## config.mk

```make
export PLATFORM = sky130hd
export DESIGN_NAME = bb_clkgen
export DESIGN_NICKNAME = d
export VERILOG_FILES = /design/src/rtl/bbclk_pkg.sv /design/src/rtl/bbclk_div.sv /design/src/rtl/bbclk_nco.sv /design/src/rtl/bbclk_frame.sv /design/src/rtl/bb_clkgen.sv
export SDC_FILE = /design/constraint.sdc
export NUM_CORES = 1
export LEC_CHECK = 0
export ABC_CLOCK_PERIOD_IN_PS = 2900
export CAP_MARGIN = 5
export CORE_ASPECT_RATIO = 1.4
export CORE_MARGIN = 2
export CORE_UTILIZATION = 51
export CTS_BUF_LIST = sky130_fd_sc_hd__clkbuf_8
export DETAILED_ROUTE_END_ITERATION = 12
export PLACE_DENSITY_LB_ADDON = 0.05
export SKIP_CTS_REPAIR_TIMING = 1
export SYNTH_ARGS = -nofsm -noshare
export SYNTH_HDL_FRONTEND = slang
export SYNTH_HIERARCHICAL = 1
export SYNTH_SLANG_ARGS = --single-unit
```

## constraint.sdc

```tcl
create_clock -name clk -period 2.9 [get_ports clk]
set_input_delay 0.87 -clock clk [delete_from_list [all_inputs] [get_ports clk]]
set_output_delay 0.87 -clock clk [all_outputs]
set_load 0.01 [all_outputs]
```

## src/rtl/bbclk_pkg.sv

```systemverilog
package bbclk_pkg;

  function automatic int unsigned max2(input int unsigned a, input int unsigned b);
    return (a > b) ? a : b;
  endfunction

  // bits needed to hold values 0 .. n-1 (at least one bit)
  function automatic int unsigned cw_of(input int unsigned n);
    return (n < 2) ? 1 : $clog2(n);
  endfunction

endpackage

```

## src/rtl/bbclk_div.sv

```systemverilog
// Gated integer divider with two selectable half periods.
// Rate is latched and stop is honoured only at the end of a low phase.
module bbclk_div
  import bbclk_pkg::*;
#(
  parameter int unsigned HALF_A = 4,
  parameter int unsigned HALF_B = 8
) (
  input  logic clk,
  input  logic rst,
  input  logic run_i,
  input  logic sel_b_i,
  output logic clk_o
);

  localparam int unsigned HMAX = max2(HALF_A, HALF_B);
  localparam int unsigned CW   = cw_of(HMAX);
  localparam logic [CW-1:0] LAST_A = CW'(HALF_A - 1);
  localparam logic [CW-1:0] LAST_B = CW'(HALF_B - 1);

  logic [CW-1:0] cnt;
  logic          sel_q;
  logic          running;
  logic          out_q;
  logic [CW-1:0] last;
  logic          phase_end;

  assign last      = sel_q ? LAST_B : LAST_A;
  assign phase_end = (cnt == last);
  assign clk_o     = out_q;

  always_ff @(posedge clk) begin
    if (rst) begin
      cnt     <= '0;
      sel_q   <= 1'b0;
      running <= 1'b0;
      out_q   <= 1'b0;
    end else if (!running) begin
      cnt   <= '0;
      out_q <= 1'b0;
      if (run_i) begin
        running <= 1'b1;
        sel_q   <= sel_b_i;
        out_q   <= 1'b1;
      end
    end else if (phase_end) begin
      cnt <= '0;
      if (out_q) begin
        out_q <= 1'b0;
      end else if (run_i) begin
        sel_q <= sel_b_i;
        out_q <= 1'b1;
      end else begin
        running <= 1'b0;
      end
    end else begin
      cnt <= cnt + 1'b1;
    end
  end

  // the divider only parks after a low phase
  p_stop_from_low_r10: assert property (@(posedge clk) disable iff (rst)
    $fell(running) |-> (!clk_o && !$past(clk_o)));

  // the latched rate never changes inside a high phase
  p_rate_hold_high_r10: assert property (@(posedge clk) disable iff (rst)
    (clk_o && $past(clk_o)) |-> $stable(sel_q));

endmodule

```

## src/rtl/bbclk_nco.sv

```systemverilog
// Fractional bit clock: each accumulator wrap toggles the output.
module bbclk_nco
  import bbclk_pkg::*;
#(
  parameter int unsigned NUM = 32,
  parameter int unsigned DEN = 1625
) (
  input  logic clk,
  input  logic rst,
  input  logic run_i,
  output logic clk_o,
  output logic rise_o,
  output logic halt_o
);

  localparam int unsigned STEP = 2 * NUM;
  localparam int unsigned AW   = cw_of(DEN);

  logic [AW-1:0] acc;
  logic [AW:0]   sum;
  logic          wrap;
  logic          out_q;
  logic          halt_q;

  assign sum    = {1'b0, acc} + (AW+1)'(STEP);
  assign wrap   = (sum >= (AW+1)'(DEN));
  assign rise_o = !halt_q && wrap && !out_q && run_i;
  assign clk_o  = out_q;
  assign halt_o = halt_q;

  always_ff @(posedge clk) begin
    if (rst) begin
      acc    <= '0;
      out_q  <= 1'b0;
      halt_q <= 1'b1;
    end else if (halt_q) begin
      acc   <= '0;
      out_q <= 1'b0;
      if (run_i) halt_q <= 1'b0;
    end else if (wrap) begin
      acc <= AW'(sum - (AW+1)'(DEN));
      if (out_q) begin
        out_q <= 1'b0;
      end else if (run_i) begin
        out_q <= 1'b1;
      end else begin
        halt_q <= 1'b1;
        acc    <= '0;
      end
    end else begin
      acc <= sum[AW-1:0];
    end
  end

  // accumulator stays inside its modulus
  p_acc_bound_r6: assert property (@(posedge clk) disable iff (rst)
    acc < AW'(DEN));

  // the clock is never high while parked
  p_no_high_halted_r8: assert property (@(posedge clk) disable iff (rst)
    clk_o |-> !halt_o);

endmodule

```

## src/rtl/bbclk_frame.sv

```systemverilog
// Frame sync: one pulse per BITS rising bit-clock edges, one bit long.
module bbclk_frame
  import bbclk_pkg::*;
#(
  parameter int unsigned BITS = 64
) (
  input  logic clk,
  input  logic rst,
  input  logic rise_i,
  input  logic halt_i,
  output logic fs_o
);

  localparam int unsigned CW = cw_of(BITS);
  localparam logic [CW-1:0] LAST = CW'(BITS - 1);

  logic [CW-1:0] cnt;
  logic          fs_q;

  assign fs_o = fs_q;

  always_ff @(posedge clk) begin
    if (rst || halt_i) begin
      cnt  <= '0;
      fs_q <= 1'b0;
    end else if (rise_i) begin
      fs_q <= (cnt == '0);
      cnt  <= (cnt == LAST) ? '0 : cnt + 1'b1;
    end
  end

  // the sync only rises with a bit-clock rising edge
  p_sync_align_r7: assert property (@(posedge clk) disable iff (rst)
    $rose(fs_q) |-> $past(rise_i));

  // a parked bit clock clears the sync
  p_halt_clear_r8: assert property (@(posedge clk) disable iff (rst)
    halt_i |=> !fs_q);

endmodule

```

## src/rtl/bb_clkgen.sv

```systemverilog
module bb_clkgen
  import bbclk_pkg::*;
#(
  parameter int unsigned RF_HALF    = 1,
  parameter int unsigned CARD_FAST  = 4,
  parameter int unsigned CARD_SLOW  = 8,
  parameter int unsigned SLEEP_HALF = 96,
  parameter int unsigned BIT_NUM    = 32,
  parameter int unsigned BIT_DEN    = 1625,
  parameter int unsigned FRAME_BITS = 64
) (
  input  logic clk,
  input  logic rst,
  input  logic idle_mode,
  input  logic card_slow,
  input  logic card_stop,
  input  logic dsp_osc_req,
  output logic ref_clk_o,
  output logic rf_clk_o,
  output logic card_clk_o,
  output logic sleep_clk_o,
  output logic bit_clk_o,
  output logic frame_sync_o,
  output logic dsp_osc_en_o
);

  logic run_all;
  logic run_card;
  logic bit_rise;
  logic bit_halt;
  logic dsp_en_q;

  assign run_all   = !idle_mode;
  assign run_card  = !idle_mode && !card_stop;
  assign ref_clk_o = clk;

  bbclk_div #(.HALF_A(RF_HALF), .HALF_B(RF_HALF)) u_rf (
    .clk(clk), .rst(rst), .run_i(run_all), .sel_b_i(1'b0), .clk_o(rf_clk_o)
  );

  bbclk_div #(.HALF_A(CARD_FAST), .HALF_B(CARD_SLOW)) u_card (
    .clk(clk), .rst(rst), .run_i(run_card), .sel_b_i(card_slow), .clk_o(card_clk_o)
  );

  bbclk_div #(.HALF_A(SLEEP_HALF), .HALF_B(SLEEP_HALF)) u_sleep (
    .clk(clk), .rst(rst), .run_i(run_all), .sel_b_i(1'b0), .clk_o(sleep_clk_o)
  );

  bbclk_nco #(.NUM(BIT_NUM), .DEN(BIT_DEN)) u_bit (
    .clk(clk), .rst(rst), .run_i(run_all),
    .clk_o(bit_clk_o), .rise_o(bit_rise), .halt_o(bit_halt)
  );

  bbclk_frame #(.BITS(FRAME_BITS)) u_frame (
    .clk(clk), .rst(rst), .rise_i(bit_rise), .halt_i(bit_halt), .fs_o(frame_sync_o)
  );

  always_ff @(posedge clk) begin
    if (rst) dsp_en_q <= 1'b0;
    else     dsp_en_q <= dsp_osc_req && !idle_mode;
  end
  assign dsp_osc_en_o = dsp_en_q;

  // idle always drops the oscillator enable
  p_dsp_idle_r9: assert property (@(posedge clk) disable iff (rst)
    idle_mode |=> !dsp_osc_en_o);

  // a stopped card clock that is low stays low
  p_card_stop_r4: assert property (@(posedge clk) disable iff (rst)
    (card_stop && !card_clk_o) |=> !card_clk_o);

endmodule

```

==> results_dict.tcl <==
set metrics [dict create \
    yosysWarningCount 6 \
    io_pins 13 \
    cp.arrival_ns 1.83 \
    peakVddDrop_mv 0.482 \
    cts.clk_slew.worst_paths_ns 0.08 \
    fillerInstances 320 \
    p_int_uw 848 \
    max_cap_viol_count 0 \
    p_sw_uw 264 \
    drc_errors 0 \
    grt_overflow_total 0 \
    drtPass1Iterations 4 \
    vias 1661 \
    finalClockSkew_ns 0.00472 \
    r2r_cells 10 \
    synthToLayoutAreaGrowth_pct 14.8 \
    cts_tree "done" \
    postSynthAreaPerCell_sq_um 8.91 \
    routedWlPerCell_microns 14.4 \
    netlist_area_sq_um 1960 \
    multiInputGateArea_sq_um 1100 \
    hold_viol 0 \
    track_usage_pct 20.6 \
    worstSkewPairLatency_ns 0.40 \
    first_iter_violations 113 \
    die_area_sq_um 4360 \
    p_comb_share_pct 6.2 \
    p_total_uw 1110 \
    routed_wl_microns 4050 \
    whs_path_depth 1 \
    setup_violations 0 \
    dp_hpwl_microns 2920 \
    status "finished, final reports clean" \
    rsz0062_at_grt "false" \
    design_area_sq_um 2250 \
    antenna_cells 0 \
    power.share.sequential_pct 50.2 \
    drtAntennaViolNets 0 \
    place_area_sq_um 2120 \
    rows 26 \
    endpoint_kind "primary output" \
    gp_congestion 0.754 \
    grt_first_pass_wirelength_microns 7130 \
    startpoint_type "clock port" \
    regArea_sq_um 781 \
    slew_viol_final 0 \
    initial_core_util_pct 53.3 \
    swShare_pct 23.8 \
    tns_ns 0 \
    worst_slew_margin_rel_pct 61.7 \
    core_region_area_sq_um 3680 \
    pwr-share-clk_pct 43.6 \
    worstMarginPinSlew_ns 0.572 \
    synthesis.nets 234 \
    stdcell_count 282 \
    place_inst 271 \
    fp.dieW_microns 56.4 \
    port_buffers 12 \
    drive_gt1_share_pct 8.75 \
    power.density_nw_per_um2 494 \
    cellLeakagePower_uw 0.000845 \
    vias_per_cell 5.89 \
    first_global_vias 1592 \
    die_h_microns 77.3 \
    holdCritPathClass "flop to flop" \
    path_class "clock port to primary output" \
    nNetsFinal 253 \
    antenna_found_initial 0 \
    crit_required_ns 2.03 \
    grt_max_degree 17 \
    crit_fanout 2 \
    syn_inst 220 \
]
## cells in the final DEF, fill, tap and decap left out, types with 3 or more instances in the layout
cell             instances
nand3_1                 11
dfxtp_1                 39
o211ai_1                 5
xor2_1                   5
inv_1                   15
buf_4                    3
nand2b_1                 9
xnor2_1                  3
clkdlybuf4s50_1         11
mux2i_1                  3
a211oi_1                 4
ha_1                     8
or3_1                    5
o22ai_1                  4
nand2_1                 12
nor2_1                  24
o31ai_1                  4
clkbuf_8                 8
a21oi_1                 14
## power by group through the flow
stage               sequential (uW)  combinational (uW)  clock, uW
floorplan                       569                41.4       28.4
global placement                569                66.3       35.1
detailed placement              570                68.7       35.1
CTS                             557                69.1        501
global route                    559                76.7        524
finish                          558                69.2        485
## sequential cells by signal, summed over array words and instances (netlist names)
register and flops:
u_bit/halt_o 1, u_card/clk_o 1, u_sleep/cnt 7, u_frame/cnt 6, u_bit/acc 11, u_card/running 1, u_rf/running 1, u_rf/cnt 1
u_card/cnt 3, u_rf/clk_o 1, u_sleep/running 1, u_bit/clk_o 1, u_frame/fs_o 1, u_card/sel_q 1, u_sleep/clk_o 1, dsp_osc_en_o 1
## final timing paths
kind	slack, ns	endpoint	from
setup / recovery	0.20	ref_clk_o	clk
hold / removal	0.43	u_card/cnt[0]$_SDFF_PP0_	u_card/cnt[0]$_SDFF_PP0_
setup reg to reg	0.38	u_frame/cnt[5]$_SDFFE_PP0P_	u_bit/acc[6]$_SDFF_PP0_
hold reg to reg	0.43	u_card/cnt[0]$_SDFF_PP0_	u_card/cnt[0]$_SDFF_PP0_
## through the flow
stage	hold WS (ns)	worst slack (ns)	utilization [%]
floorplan	0.400	0.461	-
global placement	0.410	0.131	57.8
detailed placement	0.419	0.0507	57.8
CTS	0.431	-0.115	61.1
global route	0.483	0.188	61.2
finish	0.427	0.201	61.2
## per-layer routing
metal | track usage, % | vias to the layer above | part of all wire (%)
met3 | 7.00 | 8 | 3.4
met2 | 34.0 | 29 | 52
met5 | 0 | - | 0
met1 | 23.8 | 790 | 43
met4 | 9.76 | 0 | 1.5
li1 | - | 834 | -
## final cells by class
class | count | area share, %
Multi-Input combinational cell | 162 | 48.9
Sequential cell | 39 | 34.7
Timing Repair Buffer | 14 | 5.90
Clock buffer | 9 | 5.45
Tap cell | 42 | 2.34
Inverter | 13 | 2.17
Clock inverter | 3 | 0.556
## critical path, cell delays in order
cell	delay, ns
clkbuf_8	0.11
clkbuf_8	0.11
dlymetal6s2s_1	0.16
Note: power is estimated with default switching activity, not from simulation.
